`config.mk`:
```
export PLATFORM = sky130hd
export DESIGN_NAME = boot_overlay_bank
export DESIGN_NICKNAME = d
export VERILOG_FILES = /design/src/rtl/boot_bank_pkg.sv /design/src/rtl/boot_clr_seq.sv /design/src/rtl/boot_mode_regs.sv /design/src/rtl/boot_bank_dec.sv /design/src/rtl/boot_overlay_bank.sv
export SDC_FILE = /design/constraint.sdc
export NUM_CORES = 1
export LEC_CHECK = 0
export BUFFER_PORTS_ARGS = -buffer_cell sky130_fd_sc_hd__buf_2
export CAP_MARGIN = 20
export CORE_MARGIN = 8
export CORE_UTILIZATION = 42
export DETAILED_ROUTE_END_ITERATION = 8
export PLACE_DENSITY = 0.81
export SETUP_SLACK_MARGIN = 0.05
export SYNTH_ARGS = -nofsm -noshare
export SYNTH_HDL_FRONTEND = slang
export SYNTH_SLANG_ARGS = --single-unit
```
`constraint.sdc`:
```
create_clock -name clk_i -period 2.35 [get_ports clk_i]
set_input_delay 0.1175 -clock clk_i [delete_from_list [all_inputs] [get_ports clk_i]]
set_output_delay 0.1175 -clock clk_i [all_outputs]
set_load 0.05 [all_outputs]
```
`src/rtl/boot_bank_pkg.sv`:
```
package boot_bank_pkg;
  typedef enum logic [1:0] {
    CYC_IDLE,
    CYC_CLEAR,
    CYC_WRITE,
    CYC_READ
  } cyc_e;

  localparam logic [7:0] IO_FLOAT = 8'hFF;
endpackage

```
`src/rtl/boot_clr_seq.sv`:
```
module boot_clr_seq #(
  parameter int ADDR_W = 16
) (
  input  logic              clk_i,
  input  logic              rst_ni,
  output logic              busy_o,
  output logic [ADDR_W-1:0] addr_o
);
  logic [ADDR_W-1:0] cnt_q;
  logic              act_q;

  always_ff @(posedge clk_i or negedge rst_ni) begin
    if (!rst_ni) begin
      cnt_q <= '0;
      act_q <= 1'b1;
    end else if (act_q) begin
      cnt_q <= cnt_q + 1'b1;
      if (&cnt_q) act_q <= 1'b0;
    end
  end

  assign busy_o = act_q;
  assign addr_o = cnt_q;
endmodule

```
`src/rtl/boot_mode_regs.sv`:
```
module boot_mode_regs (
  input  logic clk_i,
  input  logic rst_ni,
  input  logic en_i,
  input  logic io_wr_i,
  input  logic ctl_wr_i,
  input  logic ctl_bit_i,
  output logic startup_o,
  output logic top_map_o
);
  logic startup_q, top_map_q;

  always_ff @(posedge clk_i or negedge rst_ni) begin
    if (!rst_ni) begin
      startup_q <= 1'b1;
      top_map_q <= 1'b1;
    end else if (en_i && io_wr_i) begin
      startup_q <= 1'b0;
      if (ctl_wr_i) top_map_q <= ctl_bit_i;
    end
  end

  assign startup_o = startup_q;
  assign top_map_o = top_map_q;
endmodule

```
`src/rtl/boot_bank_dec.sv`:
```
module boot_bank_dec
  import boot_bank_pkg::*;
#(
  parameter int ADDR_W   = 16,
  parameter int WIN_BITS = 3,
  parameter int DATA_W   = 8
) (
  input  logic                     startup_i,
  input  logic                     top_map_i,
  input  logic                     busy_i,
  input  logic [ADDR_W-1:0]        clr_addr_i,
  input  logic [ADDR_W-1:0]        addr_i,
  input  logic                     rd_i,
  input  logic                     wr_i,
  input  logic [DATA_W-1:0]        data_i,
  input  logic [7:0]               io_rdata_i,
  output logic                     rom_sel_o,
  output logic [ADDR_W-WIN_BITS-1:0] rom_off_o,
  output logic                     ram_sel_o,
  output logic                     ram_we_o,
  output logic [ADDR_W-1:0]        ram_addr_o,
  output logic [DATA_W-1:0]        ram_wdata_o,
  output logic [7:0]               io_rdata_o
);
  localparam int NWIN  = 1 << WIN_BITS;
  localparam int OFF_W = ADDR_W - WIN_BITS;

  logic [NWIN-1:0]     win_rom;
  logic [WIN_BITS-1:0] win;
  cyc_e                cyc;

  assign win = addr_i[ADDR_W-1 -: WIN_BITS];

  // per-window read source: ROM under overlay, top window also by flag
  for (genvar w = 0; w < NWIN; w++) begin : g_win
    if (w == NWIN - 1) begin : g_top
      assign win_rom[w] = startup_i | top_map_i;
    end else begin : g_low
      assign win_rom[w] = startup_i;
    end
  end

  always_comb begin
    if (busy_i)    cyc = CYC_CLEAR;
    else if (wr_i) cyc = CYC_WRITE;
    else if (rd_i) cyc = CYC_READ;
    else           cyc = CYC_IDLE;
  end

  always_comb begin
    rom_sel_o   = 1'b0;
    rom_off_o   = '0;
    ram_sel_o   = 1'b0;
    ram_we_o    = 1'b0;
    ram_addr_o  = '0;
    ram_wdata_o = '0;
    unique case (cyc)
      CYC_CLEAR: begin
        ram_sel_o  = 1'b1;
        ram_we_o   = 1'b1;
        ram_addr_o = clr_addr_i;
      end
      CYC_WRITE: begin
        ram_sel_o   = 1'b1;
        ram_we_o    = 1'b1;
        ram_addr_o  = addr_i;
        ram_wdata_o = data_i;
      end
      CYC_READ: begin
        if (win_rom[win]) begin
          rom_sel_o = 1'b1;
          rom_off_o = addr_i[OFF_W-1:0];
        end else begin
          ram_sel_o  = 1'b1;
          ram_addr_o = addr_i;
        end
      end
      default: ;
    endcase
  end

  assign io_rdata_o = startup_i ? IO_FLOAT : io_rdata_i;
endmodule

```
`src/rtl/boot_overlay_bank.sv`:
```
module boot_overlay_bank #(
  parameter int ADDR_W   = 16,
  parameter int WIN_BITS = 3,
  parameter int DATA_W   = 8,
  parameter int MAP_BIT  = 0
) (
  input  logic                       clk_i,
  input  logic                       rst_ni,
  input  logic [ADDR_W-1:0]          addr_i,
  input  logic                       rd_i,
  input  logic                       wr_i,
  input  logic [DATA_W-1:0]          data_i,
  input  logic                       io_wr_i,
  input  logic                       ctl_wr_i,
  input  logic [7:0]                 io_rdata_i,
  output logic                       busy_o,
  output logic                       rom_sel_o,
  output logic [ADDR_W-WIN_BITS-1:0] rom_off_o,
  output logic                       ram_sel_o,
  output logic                       ram_we_o,
  output logic [ADDR_W-1:0]          ram_addr_o,
  output logic [DATA_W-1:0]          ram_wdata_o,
  output logic [7:0]                 io_rdata_o
);
  logic [ADDR_W-1:0] clr_addr;
  logic              startup, top_map;

  boot_clr_seq #(.ADDR_W(ADDR_W)) u_clr (
    .clk_i  (clk_i),
    .rst_ni (rst_ni),
    .busy_o (busy_o),
    .addr_o (clr_addr)
  );

  boot_mode_regs u_mode (
    .clk_i     (clk_i),
    .rst_ni    (rst_ni),
    .en_i      (!busy_o),
    .io_wr_i   (io_wr_i),
    .ctl_wr_i  (ctl_wr_i),
    .ctl_bit_i (data_i[MAP_BIT]),
    .startup_o (startup),
    .top_map_o (top_map)
  );

  boot_bank_dec #(
    .ADDR_W   (ADDR_W),
    .WIN_BITS (WIN_BITS),
    .DATA_W   (DATA_W)
  ) u_dec (
    .startup_i   (startup),
    .top_map_i   (top_map),
    .busy_i      (busy_o),
    .clr_addr_i  (clr_addr),
    .addr_i      (addr_i),
    .rd_i        (rd_i),
    .wr_i        (wr_i),
    .data_i      (data_i),
    .io_rdata_i  (io_rdata_i),
    .rom_sel_o   (rom_sel_o),
    .rom_off_o   (rom_off_o),
    .ram_sel_o   (ram_sel_o),
    .ram_we_o    (ram_we_o),
    .ram_addr_o  (ram_addr_o),
    .ram_wdata_o (ram_wdata_o),
    .io_rdata_o  (io_rdata_o)
  );
endmodule

```
### After elaboration in Yosys (flattened, before gate mapping)

Cells that the tools add are included.

* bits in registers: 19
* output and inout bits: 49

* $add $sub $neg: 1
* order comparisons: 1
* eq/ne operators: 3
* multiplexer cells: 18
* bitwise gates (word level): 1
* reduce and logical (&&, ||, !) cells: 5

Operator list (count)
* $pmux 16 s3: 1
* $mux 13: 2
* $add 16x1->16 const B: 1
* $mux 16: 1
* $mux 8: 2
* $reduce_and 16->1: 1
* $mux 1: 7
* $mux 2: 3
* $eq 2x2->1 const B: 2
* $lt 3x4->1 const B: 1
* $bmux 1 s3: 1
* $eq 2x1->1 const B: 1
* $pmux 1 s2: 1
* $reduce_and 2->1: 1
* $reduce_or 2->1: 1
* $logic_and 1x1->1: 1
* $logic_not 1->1: 1
* $or 1x1->1: 1

### Depth between registers and ports, before layout

Gate-level depths: netlist of the first run.

* depth after elaboration: 6
* mapped depth: 9
* gate-level depth less buffers: 7

### Cells and area by module

Synthesis of the first run repeated with hierarchy kept, for this count alone.

* cell total of the unflattened synthesis: 171
* area total of the unflattened synthesis: 1545.2 sq um

By module, submodules not included
* boot_clr_seq: times used 1, cells each 63, area each 759.5 sq um, sequential area each 426.7 sq um
* boot_bank_dec: times used 1, cells each 102, area each 701.9 sq um, sequential area each 0.0 sq um
* boot_mode_regs: times used 1, cells each 5, area each 80.1 sq um, sequential area each 52.6 sq um
* boot_overlay_bank: times used 1, cells each 1, area each 3.8 sq um, sequential area each 0.0 sq um

### Worst setup path after synthesis of the first run

Ideal clock, no wire load.

* kind: register to output
* from: register u_clr.act_q (netlist: u_clr.busy_o)
* to: output port ram_addr_o[0]
* arrival time: 2.605 ns
* required time: 2.233 ns
* slack: -0.372 ns
* stages on the path, launching flop included: 9
* path through: dfstp_2 -> buf_2 -> inv_2 -> o21ai_0 -> ha_1 -> clkbuf_1 -> clkbuf_1 -> a22oi_1 -> nor2_1

* cells in the longest elaborated chain, start to end: 3

RTL lines
* start, declared: line boot_clr_seq.sv:10 `logic act_q;`
* start signal, assigned: line boot_clr_seq.sv:15 `act_q <= 1'b1;`
* start signal, assigned: line boot_clr_seq.sv:18 `if (&cnt_q) act_q <= 1'b0;`
* $mux 2 *: line boot_bank_dec.sv:44 `if (busy_i) cyc = CYC_CLEAR;`
* $eq 2x2->1 or $eq 2x1->1 (tied branches): line boot_bank_dec.sv:57 `unique case (cyc)`
* $pmux 16 s3 *: line boot_bank_dec.sv:57
* end, declared: line boot_overlay_bank.sv:21 `output logic [ADDR_W-1:0] ram_addr_o,`

Mark *: on every way between the ends. The rest lies on a longest branch, timed or not.

### Final worst setup path of the first run

* from: register u_clr.act_q (netlist: u_clr.busy_o)
* to: output port rom_off_o[7]

* cells in the longest elaborated chain, start to end: 3

RTL lines
* $mux 2: line boot_bank_dec.sv:44
* $eq 2x2->1: line boot_bank_dec.sv:57
* $mux 13: line boot_bank_dec.sv:57
* end, declared: line boot_overlay_bank.sv:18 `output logic [ADDR_W-WIN_BITS-1:0] rom_off_o,`

Every way passes these cells.

==> impl_metrics.json, run 1 <==
{
  "grt_pass1_wl_um": 7070,
  "io_pins": 87,
  "timing.rr.end": "u_clr.addr_o[10]",
  "core_sq_um": 3080,
  "crit_type": "reg2out",
  "outcome": "finished clean",
  "drc": 0,
  "p_sw_mw": 0.355,
  "num_vias": 1478,
  "path_clk_slew_ns": 0.11,
  "rsz0062_at_grt": "no",
  "yosysWarnings": 0,
  "syn2layout_area_growth_pct": 56.1,
  "utilization": 0.692,
  "hold_viol": 0,
  "hpwl_um": 3570,
  "dr.first_iter.drc_count": 27,
  "setup_violations": 0,
  "power.clock.fraction": 0.190,
  "cts_buffer_depth": 2,
  "maxSlewHeadroom": 0.610,
  "die_h_um": 73.0,
  "initial_core_util": 0.443,
  "h-tree-depth": 1,
  "crit_arrival_ns": 2.10,
  "post_synth_num_cell_types": 35,
  "synth_nets": 199,
  "grt_use_total": 0.163,
  "cap_viol_max_count": 0,
  "synth_area_sq_um": 1370,
  "via_per_inst": 5.11,
  "cts-buffers-inserted": 3,
  "synthesis.instances": 155,
  "max_freq_ghz": 0.451,
  "diodes": 0,
  "ant_nets": 0,
  "holdPathStages": 2,
  "power_per_cell_area_nw_per_um2": 403,
  "fin_crit_ns": 2.22,
  "die_x_um": 73.0,
  "rrSetupSlack_ns": 0.77,
  "seq_power_share": 0.387,
  "share_comb_of_total_power": 0.423,
  "ys_seq_elements": 19,
  "intPower_mw": 0.504,
  "root_buffer": "clkbuf_4",
  "dpl-instance-area_sq_um": 1980,
  "routedWlPerCell_um": 15.2,
  "place.gp.congestion": 0.832,
  "crit_path_end_kind": "output pin",
  "overflow": 0,
  "design_area_sq_um": 2130,
  "r2r-start": "u_clr.addr_o[0]",
  "hold_start": "data_i[0]",
  "die_area_sq_um": 5330,
  "fin_ws_ns": 0.131,
  "drt_first_pass_iters": 4,
  "wl_um": 4400,
  "pre_cts_ws_ns": 0.230,
  "worst_r2r_path_depth": 5,
  "num_rows": 20,
  "fin_skew_ns": 0.00129,
  "worstMarginPinSlew_ns": 0.578,
  "grt_pass1_vias": 1496,
  "hp-class": "in2reg",
  "antenna_found_initial": 0,
  "period_share": 0.944,
  "fin_nets": 290,
  "drive_gt1_frac": 0.616,
  "leakagePower_nw": 1.10,
  "cts_tree": "done",
  "final_common_cell": "buf_2",
  "ir_drop_v": 0.000236,
  "power.total_mw": 0.859,
  "cp_max_fo": 12,
  "clock_sinks": 19,
  "finalMaxSlewViolations": 0,
  "yosysSeqAreaShare": 0.351,
  "io_buffers": 86,
  "cp.required_ns": 2.23,
  "switching_share": 0.413,
  "critPathLaunch": "u_clr.busy_o",
  "syn_avg_cell_area_sq_um": 8.81,
  "layout_common_cells": "buf_2 (85), dfrtp_1 (16), a22oi_2 (13), and2_1 (12), nor2_4 (11)",
  "grt_max_degree": 20,
  "whs_endpoint": "u_mode.top_map_o",
  "start_kind": "flop",
  "insertion_delay_ns": 0.29
}
power groups by stage:
| stage | clock network (mW) | logic (mW) | registers, mW |
|---|---|---|---|
| 3_5_place_dp | 0 | 0.344 | 0.339 |
| 5_1_grt | 0.186 | 0.385 | 0.333 |
| 6_report | 0.163 | 0.364 | 0.333 |
| 2_1_floorplan | 0 | 0.247 | 0.338 |
| 4_1_cts | 0.168 | 0.357 | 0.333 |
| 3_3_place_gp | 0 | 0.341 | 0.339 |
cell type report:
type / count / area (sq um)
Timing Repair Buffer: 93 / 507
Inverter: 6 / 22.5
Clock buffer: 4 / 26.3
Fill cell: 262 / 947
Multi-Input combinational cell: 123 / 1040
Sequential cell: 19 / 479
Tap cell: 44 / 55.1
synth_stat cells:
cell      number  area, sq um
ha_1           6         75.1
or3_4          1         11.3
mux2_1         1         11.3
buf_2          2         10.0
nand4_1        3         18.8
mux2_2         1         11.3
o21ai_0        1         5.00
a41oi_1        1         8.76
and2_1        21          131
buf_4          1         7.51
a22oi_1       16          120
a21o_1         2         15.0
nand3_2        2         20.0
buf_1          1         3.75
a31oi_1        1         6.26
and4_1         1         8.76
nand3_1        4         20.0
inv_2          1         3.75
xor2_1         8         70.1
or2_4          1         8.76
nor3_1         3         15.0
dfrtp_1       16          400
nand4_2        1         12.5
inv_1          5         18.8
nand2b_1       1         6.26
dfstp_2        3         78.8
a21boi_0       1         7.51
nor2b_1        1         6.26
clkbuf_1       4         15.0
xnor2_1        7         61.3
nor2_1        22         82.6
nor3_2         2         20.0
or2_1          8         50.1
a21oi_1        1         5.00
nand2_1        5         18.8
registers in the layout (all words and copies together), names as in the netlist:
signal,cells
u_mode.top_map_o,1
u_mode.startup_o,1
u_clr.busy_o,1
u_clr.addr_o,16
logic make-up (layout without fill, tap and decap cells):
family | after synthesis | in the layout | share of synthesized area
xor gates and xnor gates | 15 | 15 | 0.0962
muxes | 2 | 2 | 0.0165
DFF | 19 | 19 | 0.351
buffers and inverters | 14 | 103 | 0.0431
AOI/OAI and AO/OA | 23 | 24 | 0.123
adders and majority gates | 6 | 6 | 0.0550
and+or+nand+nor | 76 | 76 | 0.315
what timing repair did:
action | CTS | global route
endpoints found under the setup margin | 16 | 27
setup buffers | 0 | 0
gates resized for setup | 13 | 10
gates cloned | 0 | 1
endpoints found under the hold margin | 17 | 0
hold buffers | 2 | 0
metal layers:
layer	track usage	routed length, um	part of all wire	vias to the layer above
met5	0	0	0	-
met4	0.0378	45	0.010	0
met3	0.0632	518	0.12	6
met2	0.294	2150	0.49	76
met1	0.174	1690	0.38	681
li1	-	-	-	715
worst max-delay path by stage:
| stage | end | slack [ns] | depth (start not counted) |
|---|---|---|---|
| final | rom_off_o[7] | 0.13 | 8 |
| after global placement | ram_addr_o[10] | 0.29 | 8 |
| after detailed placement | ram_addr_o[8] | 0.23 | 8 |
| after floorplan | ram_addr_o[0] | -0.006 | 7 |
| after global routing | rom_off_o[7] | 0.03 | 8 |
| after CTS | ram_addr_o[8] | 0.08 | 8 |
through the flow:
step	instances	setup TNS, ns	hold WS, ns
global placement	282	0	0.0685
global route	289	0	0.0763
CTS	288	0	0.0760
detailed placement	282	0	0.0785
finish	289	0	0.0736
floorplan	155	-0.0516	-0.178
worst max-delay path: stages (launching register included):
cell and delay, ns:
dfstp_2 0.57, inv_2 0.05, o21ai_0 0.10, inv_1 0.11
ha_2 0.22, nor2b_2 0.19, buf_6 0.18, and2_2 0.18
buf_2 0.20
Note: power is estimated with default switching activity, not from simulation.
==> run 2: changes to the inputs <==
- ABC_AREA: default -> 1
- CORE_UTILIZATION: 42 -> 50
- PLACE_DENSITY: 0.81 -> 0.88
- SKIP_LAST_GASP: default -> 1
- clock period: 2.35 -> 2.86 ns (I/O delays scaled with it)
==> run 2 against run 1 <==
Sequential share of layout area decreased by 1.2 points; sequential cell count unchanged; synthesized area increased by 29%; core utilization decreased by 2.4 points; via count increased by 35%; synthesized cell count increased by 85%; critical endpoint is now rom_off_o[8].
==> impl_metrics.json, run 2 <==
{
  "crit_arrival_ns": 2.44,
  "synth_area_sq_um": 1760,
  "largest_reg_flops": 16,
  "cts-buffers-inserted": 3,
  "setup_violations": 0,
  "seq_power_share": 0.383,
  "switching_share": 0.433,
  "drc": 0,
  "grt_max_degree": 22,
  "overflow": 0,
  "leakagePower_nw": 1.44,
  "io_pins": 87,
  "path_clk_slew_ns": 0.11,
  "synth_area_leaders": "dfrtp_1 (23%), nand2_1 (18%), inv_1 (13%)",
  "layout_common_cells": "nand2_1 (86), buf_2 (86), inv_1 (60), nand3_1 (27), nor2_1 (21)",
  "grt_pass1_wl_um": 8160,
  "yosysSeqAreaShare": 0.272,
  "synthesis.instances": 287,
  "io_buffers": 86,
  "drt_first_pass_iters": 4,
  "start_kind": "flop",
  "cts_buffer_depth": 2,
  "place.gp.congestion": 0.898,
  "power.clock.fraction": 0.191,
  "intPower_mw": 0.404,
  "period_share": 0.904,
  "synth_most_common_cell": "nand2_1",
  "crit_path_cell_trace": "a21oi_1, inv_1, ha_1, buf_4, nand2_1, nor2_1, buf_2",
  "crit_family": "flip-flops",
  "drive_gt1_frac": 0.304,
  "yosys.area.top_type_share": 0.228,
  "die_area_sq_um": 5670,
  "h-tree-depth": 1,
  "finalMaxSlewViolations": 0,
  "routedWlPerCell_um": 12.3,
  "synth_edf_count": 0,
  "yosysTopAreaCell": "dfrtp_1",
  "async_reset_ff_frac": 1.00,
  "fin_nets": 414,
  "via_per_inst": 4.82,
  "initial_core_util": 0.523,
  "fin_crit_ns": 2.58,
  "num_rows": 21,
  "clock_sinks": 19,
  "crit_path_end_kind": "output pin",
  "outcome": "finished clean",
  "diodes": 0,
  "insertion_delay_ns": 0.30,
  "grt_pass1_vias": 1916,
  "cp_slowest_stage_delay_ns": 0.71,
  "rsz0062_at_grt": "no",
  "yosysWarnings": 0,
  "num_vias": 2001,
  "place_inst": 410,
  "synth_common_cells": "nand2_1 (86), inv_1 (60), nand3_1 (27), nor2_1 (21), nand4_1 (20)",
  "die_h_um": 75.3,
  "root_buffer": "clkbuf_4",
  "die_x_um": 75.3,
  "maxSlewHeadroom": 0.529,
  "post_synth_num_cell_types": 24,
  "fin_skew_ns": 0.00849,
  "cts_tree": "done",
  "final_cells": 415,
  "ant_nets": 0,
  "synth_nets": 331,
  "syn_avg_cell_area_sq_um": 6.13,
  "crit_type": "reg2out",
  "path_buf_inv": 3,
  "power_per_cell_area_nw_per_um2": 317,
  "cap_viol_max_count": 0,
  "cp.required_ns": 2.72,
  "ir_drop_v": 0.000252,
  "wl_um": 5090,
  "core_sq_um": 3360,
  "hp-class": "in2reg",
  "synth_top_flop_cell": "dfrtp_1",
  "fillers": 312,
  "antenna_found_initial": 0,
  "worstMarginPinSlew_ns": 0.706,
  "syn2layout_area_growth_pct": 27.8,
  "setup_tns_ns": 0,
  "dr.first_iter.drc_count": 147,
  "max_freq_ghz": 0.387,
  "crit_slowest_cell": "dfstp_2",
  "hold_viol": 0,
  "grt_use_total": 0.181,
  "share_comb_of_total_power": 0.426,
  "cp_max_fo": 18,
  "ys_seq_elements": 19,
  "p_sw_mw": 0.308,
  "utilization": 0.669,
  "hpwl_um": 4100
}
==> run 2: power by group through the flow <==
stage | logic (mW) | clock network (mW) | registers [mW]
floorplan | 0.219 | 0 | 0.278
CTS | 0.305 | 0.144 | 0.273
finish | 0.303 | 0.136 | 0.273
detailed placement | 0.303 | 0 | 0.278
global placement | 0.300 | 0 | 0.278
global route | 0.329 | 0.156 | 0.274
==> run 2: per-layer routing <==
metal	wire length (um)	vias to the layer above	track usage
met5	0	-	0
met4	47	0	0.0533
met3	514	5	0.0355
met2	2560	78	0.330
met1	1970	875	0.206
li1	-	1043	-
==> run 2: cells by family after synthesis <==
logic type	after synthesis	synth area share
muxes	1	0.00640
and+or+nand+nor	172	0.447
xor gates and xnor gates	11	0.0548
AOI/OAI and AO/OA	6	0.0171
adders and majority gates	6	0.0427
buffers and inverters	72	0.159
DFF	19	0.272
==> run 2: through the flow <==
step / total power [mW] / hold slack (ns) / area, sq um / setup slack (ns)
floorplan: 0.497 / -0.153 / 1760 / 0.238
global placement: 0.579 / 0.0971 / 2210 / 0.711
detailed placement: 0.581 / 0.103 / 2210 / 0.623
CTS: 0.722 / 0.00256 / 2250 / 0.277
global route: 0.759 / 0.00921 / 2250 / 0.0536
finish: 0.713 / 0.0208 / 2250 / 0.275
==> run 2: final timing paths <==
kind	startpoint	end	slack, ns	depth (start not counted)
min in group asynchronous	rst_ni	u_clr.addr_o[1]	0.29	2
worst min-delay path	io_wr_i	u_mode.startup_o	0.02	2
worst max register to register	u_clr.busy_o	u_clr.addr_o[11]	1.41	4
worst min register to register	u_clr.addr_o[15]	u_clr.addr_o[15]	0.53	2
max in group asynchronous	rst_ni	u_mode.top_map_o	2.23	2
worst max-delay path	u_clr.busy_o	rom_off_o[8]	0.28	7
==> run 2: timing repair <==
item | 4_1_cts | 5_1_grt
endpoints found under the hold margin | 16 | 0
gates resized for setup | 0 | 0
setup endpoints to repair | 0 | 0
hold buffers | 1 | 0
setup buffers | 0 | 0
==> run 2: layout make-up <==
cell class,count,area [sq um],area share
clock buffers,3,22.5,0.0100
clock inverters,1,5.00,0.00223
inverters,61,229,0.102
multi-input cells,196,1000,0.445
flip-flops and latches,19,479,0.213
well taps,46,57.6,0.0256
repair buffers,89,455,0.203
==> run 3: changes to the inputs <==
- BUFFER_PORTS_ARGS: -buffer_cell sky130_fd_sc_hd__buf_2 -> -buffer_cell sky130_fd_sc_hd__buf_4
==> run 3 against run 2 <==
Final cell count grew 0.24%; routed wire length increased by 4.0%; worst setup slack better by 0.047 ns; count of clock-buffer cells in the layout unchanged; total power grew 6.2%; final area increased by 10%; non-clock buffer count grew 1; largest power group unchanged.
==> impl_metrics.json, run 3 (synthesis results as in run 2) <==
{
  "outcome": "finished clean",
  "antenna_found_initial": 0,
  "io_buffers": 86,
  "routedWlPerCell_um": 12.7,
  "cts_setup_buffers": 0,
  "fin_skew_ns": 0.00659,
  "grt_use_total": 0.186,
  "ir_drop_v": 0.000280,
  "wl_met1_um": 2030,
  "period_share": 0.887,
  "cts-buffers-inserted": 3,
  "start_kind": "flop",
  "crit_type": "reg2out",
  "r2r-start": "u_clr.busy_o",
  "grt_max_degree": 20,
  "grt_pass1_vias": 1982,
  "crit_path_end_kind": "output pin",
  "ant_nets": 0,
  "overflow": 0,
  "drive_gt1_frac": 0.303,
  "worst_r2r_path_depth": 4,
  "grt_pass1_wl_um": 8420,
  "path_clk_slew_ns": 0.10,
  "syn2layout_area_growth_pct": 40.6,
  "cap_viol_max_count": 0,
  "dr_wl_met3_um": 514,
  "core_sq_um": 3360,
  "die_h_um": 75.3,
  "critPathLaunch": "u_clr.busy_o",
  "crit_arrival_ns": 2.40,
  "num_vias": 2046,
  "insertion_delay_ns": 0.31,
  "die_area_sq_um": 5670,
  "rrSetupSlack_ns": 1.43,
  "utilization": 0.735,
  "fin_crit_ns": 2.54,
  "leakagePower_nw": 1.50,
  "wl_met2_um": 2680,
  "cp.required_ns": 2.72,
  "setup.worst_path.end": "rom_off_o[8]",
  "wl_um": 5290,
  "maxSlewHeadroom": 0.666,
  "finalMaxSlewViolations": 0,
  "cts_buffer_depth": 2,
  "hold_viol": 0,
  "worstMarginPinSlew_ns": 0.502,
  "drt_first_pass_iters": 4,
  "hp-class": "in2reg",
  "root_buffer": "clkbuf_4",
  "initial_core_util": 0.523,
  "holdBufCountCts": 2,
  "die_x_um": 75.3,
  "hold_slack_ns": 0.0801,
  "place.gp.congestion": 0.876,
  "diodes": 0,
  "timing.rr.end": "u_clr.addr_o[11]",
  "highest_layer": "met4",
  "via_per_inst": 4.92,
  "cts_tree": "done",
  "drc": 0,
  "cp_max_fo": 15,
  "clock_sinks": 19,
  "rsz0062_at_grt": "no",
  "hold_start": "data_i[0]",
  "fillers": 316,
  "hpwl_um": 4290,
  "fin_nets": 415,
  "max_freq_ghz": 0.394,
  "final_common_cell": "buf_4",
  "holdPathStages": 2,
  "power_per_cell_area_nw_per_um2": 306,
  "h-tree-depth": 1,
  "layout_common_cells": "buf_4 (88), nand2_1 (86), inv_1 (60), nand3_1 (27), nor2_1 (21)",
  "setup_violations": 0,
  "dr.first_iter.drc_count": 157,
  "largest_reg_flops": 16,
  "num_rows": 21,
  "io_pins": 87,
  "cts_resized": 0,
  "setup_tns_ns": 0
}
-- run 3: changes by cell type in the layout (fill, tap and decap cells not counted), sizes merged --
cell	change
dlygate4sd3	+1
-- run 3: layer usage --
metal  vias up  track usage
met5         -            0
li1       1048            -
met3         6       0.0553
met4         0       0.0512
met2        78        0.335
met1       914        0.207
-- run 3: worst min path at each step --
| stage | endpoint | slack, ns |
|---|---|---|
| detailed placement | u_clr.addr_o[15] | 0.03 |
| CTS | u_mode.top_map_o | 0.07 |
| floorplan | u_clr.addr_o[0] | -0.15 |
| global placement | u_clr.addr_o[15] | 0.03 |
| finish | u_mode.top_map_o | 0.08 |
| global route | u_mode.top_map_o | 0.07 |
-- run 3: per-stage QoR --
stage	total power, mW	area (sq um)	setup slack, ns	cells
2_1_floorplan	0.497	1760	0.238	287
3_3_place_gp	0.619	2430	0.776	410
3_5_place_dp	0.624	2430	0.687	410
4_1_cts	0.766	2470	0.339	416
5_1_grt	0.798	2470	0.154	416
6_report	0.757	2470	0.322	416
-- run 3: power by group --
group | leakage, nW | switching [mW] | internal, mW
logic | 1.22 | 0.227 | 0.118
registers | 0.255 | 0.00110 | 0.272
clock network | 0.0177 | 0.0859 | 0.0523
-- run 3: final cells by class --
cell class                 count  area (sq um)  share of cell area
multi-input combinational    196          1000               0.404
timing repair buffer          90           681               0.275
sequential                    19           479               0.194
inverter                      61           229              0.0926
tap                           46          57.6              0.0233
clock buffer                   3          22.5             0.00910
clock inverter                 1          5.00             0.00202
-- run 3: worst max-delay path: stages, from the launching register on --
cell and delay, ns:
dfstp_2 0.70, a21oi_1 0.15, inv_1 0.11, ha_1 0.34, nand2_1 0.34, nor2_1 0.22, buf_4 0.23
